[src/rtl/cta_pkg.sv]
package cta_pkg;
  localparam int unsigned ADDR_MODE = 0;
  localparam int unsigned ADDR_CTRL = 1;
  localparam int unsigned ADDR_CNT  = 2;

  localparam logic [1:0] SRC_T0  = 2'b10;
  localparam logic [1:0] SRC_EXT = 2'b11;

  typedef struct packed {
    logic       idle_gate;
    logic       wdt;
    logic [1:0] src;
    logic       ovf_ie;
  } mode_t;
endpackage

[src/rtl/cta_src_sel.sv]
module cta_src_sel #(
  parameter int unsigned SYNC_STAGES = 2,
  parameter int unsigned RATE_DIV    = 4
) (
  input  logic       clk,
  input  logic       rst,
  input  logic [1:0] src,
  input  logic       tick_i,
  input  logic       t0_ovf_i,
  input  logic       ext_i,
  output logic       cnt_evt
);
  import cta_pkg::*;

  localparam int unsigned DIV_W = (RATE_DIV > 1) ? $clog2(RATE_DIV) : 1;

  logic [SYNC_STAGES:0] sync_q;
  logic [DIV_W-1:0]     div_q;
  logic                 pend_q;
  logic                 rise;
  logic                 strobe;
  logic                 ext_evt;

  always_ff @(posedge clk) begin
    if (rst) sync_q <= '0;
    else     sync_q <= {sync_q[SYNC_STAGES-1:0], ext_i};
  end

  assign rise = sync_q[SYNC_STAGES-1] & ~sync_q[SYNC_STAGES];

  always_ff @(posedge clk) begin
    if (rst)         div_q <= '0;
    else if (strobe) div_q <= '0;
    else             div_q <= div_q + 1'b1;
  end

  assign strobe = (div_q == DIV_W'(RATE_DIV - 1));

  always_ff @(posedge clk) begin
    if (rst)         pend_q <= 1'b0;
    else if (strobe) pend_q <= rise;
    else             pend_q <= pend_q | rise;
  end

  assign ext_evt = strobe & pend_q;

  always_comb begin
    unique case (src)
      SRC_T0:  cnt_evt = t0_ovf_i;
      SRC_EXT: cnt_evt = ext_evt;
      default: cnt_evt = tick_i;
    endcase
  end
endmodule

[src/rtl/cta_counter.sv]
module cta_counter #(
  parameter int unsigned CNT_W = 16
) (
  input  logic               clk,
  input  logic               rst,
  input  logic               inc,
  input  logic [CNT_W/8-1:0] wr_be,
  input  logic [7:0]         wr_byte,
  output logic [CNT_W-1:0]   count,
  output logic               wrap
);
  localparam int unsigned NBYTES = CNT_W / 8;

  always_ff @(posedge clk) begin
    if (rst) begin
      count <= '0;
    end else if (|wr_be) begin
      for (int b = 0; b < NBYTES; b++) begin
        if (wr_be[b]) count[b*8 +: 8] <= wr_byte;
      end
    end else if (inc) begin
      count <= count + 1'b1;
    end
  end

  assign wrap = inc & ~(|wr_be) & (&count);
endmodule

[src/rtl/cta_flags.sv]
module cta_flags #(
  parameter int unsigned NMOD = 5
) (
  input  logic            clk,
  input  logic            rst,
  input  logic            ctrl_wr,
  input  logic            wr_ovf,
  input  logic [NMOD-1:0] wr_mod,
  input  logic            hw_ovf,
  input  logic [NMOD-1:0] hw_mod,
  output logic            ovf_flag,
  output logic [NMOD-1:0] mod_flag
);
  always_ff @(posedge clk) begin
    if (rst) begin
      ovf_flag <= 1'b0;
      mod_flag <= '0;
    end else begin
      ovf_flag <= (ctrl_wr ? wr_ovf : ovf_flag) | hw_ovf;
      mod_flag <= (ctrl_wr ? wr_mod : mod_flag) | hw_mod;
    end
  end
endmodule

[src/rtl/cta_timebase.sv]
module cta_timebase #(
  parameter int unsigned NMOD        = 5,
  parameter int unsigned CNT_W       = 16,
  parameter int unsigned ADDR_W      = 2,
  parameter int unsigned SYNC_STAGES = 2,
  parameter int unsigned RATE_DIV    = 4
) (
  input  logic              clk,
  input  logic              rst,
  input  logic [ADDR_W-1:0] addr,
  input  logic              wr_en,
  input  logic [7:0]        wr_data,
  output logic [7:0]        rd_data,
  input  logic              idle_i,
  input  logic              tick_i,
  input  logic              t0_ovf_i,
  input  logic              ext_cnt_i,
  input  logic [NMOD-1:0]   mod_evt_i,
  output logic              ovf_irq,
  output logic [NMOD-1:0]   mod_irq,
  output logic              wdt_en
);
  import cta_pkg::*;

  localparam int unsigned NBYTES = CNT_W / 8;

  mode_t              mode_q;
  logic               run_q;
  logic               ctrl_wr;
  logic               mode_wr;
  logic [NBYTES-1:0]  cnt_be;
  logic               cnt_wr;
  logic               src_evt;
  logic               cnt_en;
  logic [CNT_W-1:0]   count;
  logic               wrap;
  logic               ovf_flag;
  logic [NMOD-1:0]    mod_flag;
  logic [7:0]         rd_next;

  assign mode_wr = wr_en & (addr == ADDR_W'(ADDR_MODE));
  assign ctrl_wr = wr_en & (addr == ADDR_W'(ADDR_CTRL));

  always_comb begin
    for (int b = 0; b < NBYTES; b++) begin
      cnt_be[b] = wr_en & (addr == ADDR_W'(ADDR_CNT + b));
    end
  end
  assign cnt_wr = |cnt_be;

  always_ff @(posedge clk) begin
    if (rst) begin
      mode_q <= '0;
      run_q  <= 1'b0;
    end else begin
      if (mode_wr) begin
        mode_q.idle_gate <= wr_data[7];
        mode_q.wdt       <= wr_data[6];
        mode_q.src       <= wr_data[2:1];
        mode_q.ovf_ie    <= wr_data[0];
      end
      if (ctrl_wr) run_q <= wr_data[6];
    end
  end

  cta_src_sel #(
    .SYNC_STAGES (SYNC_STAGES),
    .RATE_DIV    (RATE_DIV)
  ) u_src (
    .clk      (clk),
    .rst      (rst),
    .src      (mode_q.src),
    .tick_i   (tick_i),
    .t0_ovf_i (t0_ovf_i),
    .ext_i    (ext_cnt_i),
    .cnt_evt  (src_evt)
  );

  assign cnt_en = src_evt & run_q & ~(mode_q.idle_gate & idle_i);

  cta_counter #(.CNT_W(CNT_W)) u_cnt (
    .clk     (clk),
    .rst     (rst),
    .inc     (cnt_en),
    .wr_be   (cnt_be),
    .wr_byte (wr_data),
    .count   (count),
    .wrap    (wrap)
  );

  cta_flags #(.NMOD(NMOD)) u_flags (
    .clk      (clk),
    .rst      (rst),
    .ctrl_wr  (ctrl_wr),
    .wr_ovf   (wr_data[7]),
    .wr_mod   (wr_data[NMOD-1:0]),
    .hw_ovf   (wrap),
    .hw_mod   (mod_evt_i),
    .ovf_flag (ovf_flag),
    .mod_flag (mod_flag)
  );

  always_comb begin
    rd_next = 8'h00;
    if (addr == ADDR_W'(ADDR_MODE)) begin
      rd_next = {mode_q.idle_gate, mode_q.wdt, 3'b000, mode_q.src, mode_q.ovf_ie};
    end else if (addr == ADDR_W'(ADDR_CTRL)) begin
      rd_next[7]        = ovf_flag;
      rd_next[6]        = run_q;
      rd_next[NMOD-1:0] = mod_flag;
    end
    for (int b = 0; b < NBYTES; b++) begin
      if (addr == ADDR_W'(ADDR_CNT + b)) rd_next = count[b*8 +: 8];
    end
  end

  always_ff @(posedge clk) begin
    if (rst) begin
      rd_data <= 8'h00;
      ovf_irq <= 1'b0;
    end else begin
      rd_data <= rd_next;
      ovf_irq <= ovf_flag & mode_q.ovf_ie;
    end
  end

  assign mod_irq = mod_flag;
  assign wdt_en  = mode_q.wdt;
endmodule

[config.mk]
export PLATFORM = sky130hd
export DESIGN_NAME = cta_timebase
export DESIGN_NICKNAME = d
export VERILOG_FILES = /design/src/rtl/cta_pkg.sv /design/src/rtl/cta_src_sel.sv /design/src/rtl/cta_counter.sv /design/src/rtl/cta_flags.sv /design/src/rtl/cta_timebase.sv
export SDC_FILE = /design/constraint.sdc
export NUM_CORES = 1
export LEC_CHECK = 0
export BUFFER_PORTS_ARGS = -buffer_cell sky130_fd_sc_hd__buf_2
export CELL_PAD_IN_SITES_DETAIL_PLACEMENT = 0
export CELL_PAD_IN_SITES_GLOBAL_PLACEMENT = 1
export CORE_AREA = 2 2 80 82
export DETAILED_ROUTE_END_ITERATION = 8
export DIE_AREA = 0 0 82 84
export PLACE_DENSITY_LB_ADDON = 0.1
export SLEW_MARGIN = 20
export SYNTH_ARGS = -nofsm -noshare
export SYNTH_HDL_FRONTEND = slang
export SYNTH_SLANG_ARGS = --single-unit
[constraint.sdc]
create_clock -name clk -period 1.6 [get_ports clk]
set_input_delay 0.16 -clock clk [delete_from_list [all_inputs] [get_ports clk]]
set_output_delay 0.16 -clock clk [all_outputs]
set_load 0.02 [all_outputs]
Yosys cells after proc, flatten, opt, wreduce, memory -nomap -nowiden
Cells that the tools add are included.
- register bits after elaboration: 43
- latch bits: 0
- RAM bits: 0
- ROM bits: 0
- memories: 0
- add/subtract/negate cells: 2
- $mul: 0
- divide/modulo/power cells: 0
- magnitude comparators: 0
- eq/ne operators: 8
- shifts and indexed selects: 0
- mux-type cells: 14
- bitwise logic cells: 18
- reduce and logical (&&, ||, !) cells: 7
- operators by type and width (operator ; count):
    $mux 16 ; 2
    $mux 8 ; 4
    $add 16x1->16 const B ; 1
    $reduce_and 16->1 ; 1
    $mux 5 ; 3
    $and 1x1->1 ; 12
    $eq 2x2->1 const B ; 5
    $or 5x5->5 ; 1
    $mux 2 ; 2
    $ne 2x2->1 const B ; 2
    $reduce_and 2->1 ; 2
    $reduce_or 2->1 ; 2
    $not 1->1 ; 3
    $add 2x1->2 const B ; 1
    $eq 2x1->1 const B ; 1
    $logic_not 2->1 ; 1
    $mux 1 ; 2
    $or 1x1->1 ; 2
    $pmux 1 s2 ; 1
    $reduce_bool 2->1 ; 1

Logic depth before layout (Yosys ltp)
- depth in word-level cells: 8
- gate-level depth with buffers: 7
- gate-level depth less buffers: 6

By module
Synthesis repeated with hierarchy kept, for this count alone.
- cell total of the unflattened synthesis: 238
- area total of the unflattened synthesis: 2200.9 um2
- by module, submodules not included (module ; times used ; cells an instance ; area each (um2)):
    cta_counter ; 1 ; 124 ; 1019.7
    cta_timebase ; 1 ; 70 ; 728.2
    cta_flags ; 1 ; 25 ; 244.0
    cta_src_sel ; 1 ; 19 ; 209.0

Least setup slack after synthesis
No wires, ideal clock.
- kind: register to register
- from: reg u_cnt.count[0]
- to: reg u_cnt.count[14]
- setup time: 0.088 ns
- arrival time: 1.518 ns
- required time: 1.512 ns
- path slack: -0.006 ns
- stages on the path, launching flop included: 7
- buffers on the path: 0
- clock period less this slack: 1.606 ns
- cell sequence: dfxtp_1 > ha_1 > nand3_1 > nor2_4 > nand2_1 > or3_1 > a311oi_2
- cells in the longest elaborated chain, start to end: 3
- RTL lines (what ; RTL line ; source):
    from (decl) ; cta_counter.sv:9 ; output logic [CNT_W-1:0] count,
    from (signal, indexed assignment) ; cta_counter.sv:19 ; if (wr_be[b]) count[b*8 +: 8] <= wr_byte;
    from (signal assigned) ; cta_counter.sv:22 ; count <= count + 1'b1;
    $add 16x1->16 ; cta_counter.sv:22 ;
    $mux 16 ; cta_counter.sv:21 ; end else if (inc) begin
    $mux 16 ; cta_counter.sv:17 ; end else if (|wr_be) begin
No other way between the ends. The select of a mux whose other input is x is not followed.
A chain may end at the register's enable or synchronous reset.

Final worst setup path
- from: reg u_cnt.count[1]
- to: reg u_cnt.count[15]
Same word-level chain as after synthesis.

==> summary.md <==
| Metric | Value |
|---|---|
| Global-route wire length before repair | `between 9 and 10 mm` |
| P per Cell Area | `roughly 820 nW/um2` |
| Worst setup path class | `reg2reg` |
| Worst slew pin tran | `roughly 490 ps` |
| Final wirelength | `slightly above 6 mm` |
| Via count | `1926` |
| Dominant cell by count in the synthesized netlist | `dfxtp_1` |
| CTS Sinks | `between 40 and 50` |
| DRC violations left | `0` |
| Final setup vio count | `0` |
| Synth top cells by count | `dfxtp_1 (43), a21oi_1 (27), nor2_1 (16), nand2_1 (15), mux2i_1 (14)` |
| Hold WC Path Type | `in2reg` |
| Vias in the first global route | `between 1500 and 2000` |
| Overall power | `between 2 and 2.5 mW` |
| Post-synth EDFFs | `0` |
| Placed Area | `2620 um2` |
| Final setup TNS | `0 ps` |
| Horiz. Die Dim | `slightly above 80 um` |
| Slew headroom | `about 67%` |
| RSZ-0062 raised after global routing | `yes` |
| Root Buffer | `clkbuf_8` |
| HPWL Detailed | `4.39 mm` |
| CP max FO | `4` |
| Register area | `865 um2` |
| CP cell instances | `nand3_1 > nor3_4 > nand3_1 > o31a_1 > o32ai_1` |
| CP peak stage delay | `around 370 ps` |
| Synth warn | `0` |
| Die height | `84 um` |
| Post-synthesis cell count | `233` |
| # Max-Cap Violations | `0` |
| Register area share after synthesis | `39.0%` |
| P&R area growth vs syn | `28.7%` |
| FILL cells | `roughly 620` |
| Initial antenna violation count | `0` |
| Port bufs | `36` |
| Arrival time at the worst endpoint | `about 1800 ps` |
| CTS clk-pin slew, worst paths | `80 ps` |
| Min setup slack post-route | `a little under 40 ps` |
| Pleak | `about 1.2 nW` |
| Layout Skew | `4.90 ps` |
| Critical Path Start Type | `flop` |
| CP dominant cell by count | `nand3_1` |
| Antenna viol nets, final | `0` |
| Post-synth top area share | `39.0%` |
| Syn Area/Cell | `between 9 and 10 um2` |
| Critical Path End Type | `flop` |
| Asr flop ratio synth | `0%` |
| Num rows | `29` |
| Ys flop type | `dfxtp_1` |
| Die area | `approximately 6900 um2` |
| Fmax | `640 MHz` |
| WHS | `a little under 80 ps` |
| Setup WS pre-CTS | `-208 ps` |
| WP data required | `around 1800 ps` |
| Pin count of the biggest net entering global routing | `28` |
| Slowest CP cell | `dfxtp_1` |
| CTS tree | `yes` |
| Netlist Area Pre-Place | `2210 um2` |
| WL/cell | `approximately 16 um` |
| Htree depth | `2` |
| Yosys top cell by area | `dfxtp_1` |
| N_diodes | `0` |
| Grt total ovfl | `0` |
| Via-to-Cell Ratio | `between 5 and 6` |
| Synth area leaders | `dfxtp_1 (39%), mux2i_1 (6.3%), a21oi_1 (6.1%), mux4_2 (4.1%), nor2_1 (2.7%)` |
| Area of the multi-input gates | `between 1000 and 1500 um2` |
| Final instance area | `~2800 um2` |
| Synth unique cells | `56` |
| Final nets | `around 320` |
| Core area | `about 6100 um2` |
| VDD IR max | `around 0.32 mV` |
| Cell family contributing the most delay on the critical path | `simple AND/OR/NAND/NOR gates` |
| Total CTS buffers | `5` |
| I/O pin cnt | `37` |
| GPL Wtd Cong | `0.787` |
| Fin. Hold Viols | `0` |
| Worst path bufs/invs | `0` |
| Seq cells post-synth | `43` |
| Status | `completed` |
| All-layer global routing usage | `between 10% and 20%` |
| Layout cells sized above 1 | `between 30 and 40%` |
| Starting density of the core | `a little over a third` |
| Post-route clock period utilization | `a little over nine tenths` |
| Net Count, Synth | `~260` |
| Clk Latency, worst-skew pair | `just under 300 ps` |
| CTS max path bufs | `2` |
| R2R Setup Slk | `roughly 39 ps` |
| Pre-Repair DR Iteration Count | `4` |
| Iteration-0 DRC Markers | `approximately 100` |
| Tmin final | `1560 ps` |
| Fin. max-slew vios | `0` |
[report_power, final]
| group | total, mW | switching [mW] | internal (mW) |
|---|---|---|---|
| combinational | 0.316 | 0.171 | 0.145 |
| clock | 0.883 | 0.378 | 0.506 |
| sequential | 1.14 | 0.0301 | 1.11 |
[path summary, 6_finish.rpt]
| kind | from | end | depth (start not counted) |
|---|---|---|---|
| worst max-delay path | u_cnt.count[1] | u_cnt.count[15] | 5 |
| worst min-delay path | ext_cnt_i | u_src.sync_q[0] | 2 |
| worst max register to register | u_cnt.count[1] | u_cnt.count[15] | 5 |
| worst min register to register | u_src.sync_q[0] | u_src.sync_q[1] | 1 |
[metal layers]
metal | track usage (%) | up-vias | part of all wire, %
met5 | 0 | - | 0
met4 | 4.09 | 0 | 0.54
met3 | 2.92 | 4 | 4.6
met2 | 27.4 | 45 | 44
met1 | 26.5 | 906 | 51
li1 | - | 971 | -
[area by class of cell]
cell class,count,area share [%]
multi-input combinational,171,45.3
timing repair buffer,71,16.0
clock inverter,2,1.23
clock buffer,6,2.91
inverter,6,0.793
tap,77,3.39
sequential,43,30.4
[placed cells by master (no fill, tap or decap), types with 6 or more instances in the layout]
| cell type | n |
|---|---|
| o31a_1 | 6 |
| o21ai_0 | 6 |
| inv_1 | 6 |
| mux2i_1 | 14 |
| buf_4 | 32 |
| dfxtp_1 | 40 |
| clkbuf_8 | 6 |
| a21oi_1 | 24 |
| buf_2 | 36 |
| nor2_1 | 16 |
| nand2b_1 | 7 |
| nor2b_1 | 9 |
| nand3_1 | 6 |
| nand2_1 | 15 |
[worst reg2reg max path, cell delays in order, from the launching register on]
cell and delay, ps:
dfxtp_1 370, nand3_1 180, nor3_4 290, nand3_1 140, o31a_1 250, o32ai_1 240
[metrics by stage]
stage / cells / util (%)
global route: 376 / 46.6
global placement: 366 / 43.0
CTS: 375 / 45.9
floorplan: 233 / -
detailed placement: 366 / 43.0
finish: 376 / 46.6
[cells by family after synthesis]
kind of cell / synth area share (%)
AO/OA/AOI/OAI: 17.5
XOR/XNOR: 0.397
adder cells (fa/ha/maj): 1.13
buffers and inverters: 6.46
flip-flops: 39.0
multiplexers: 12.6
AND/OR/NAND/NOR: 22.9
[registers in the layout (all words and copies together) (netlist names)]
register and cells:
u_flags.ovf_flag 1, u_src.div_q 2, ovf_irq 1, u_cnt.count 16
rd_data 8, u_src.pend_q 1, u_flags.mod_flag 5, wdt_en 1
run_q 1, u_src.sync_q 3, mode_q 4
[timing repair]
| item | 4_1_cts | 5_1_grt |
|---|---|---|
| gates cloned | 0 | 1 |
| hold buffers | 0 | 0 |
| endpoints found under the setup margin | 16 | 15 |
| pin swaps | 3 | 2 |
| gates resized for setup | 12 | 9 |
| buffers inserted | 2 | 0 |
(Power assumes the default switching activity.)
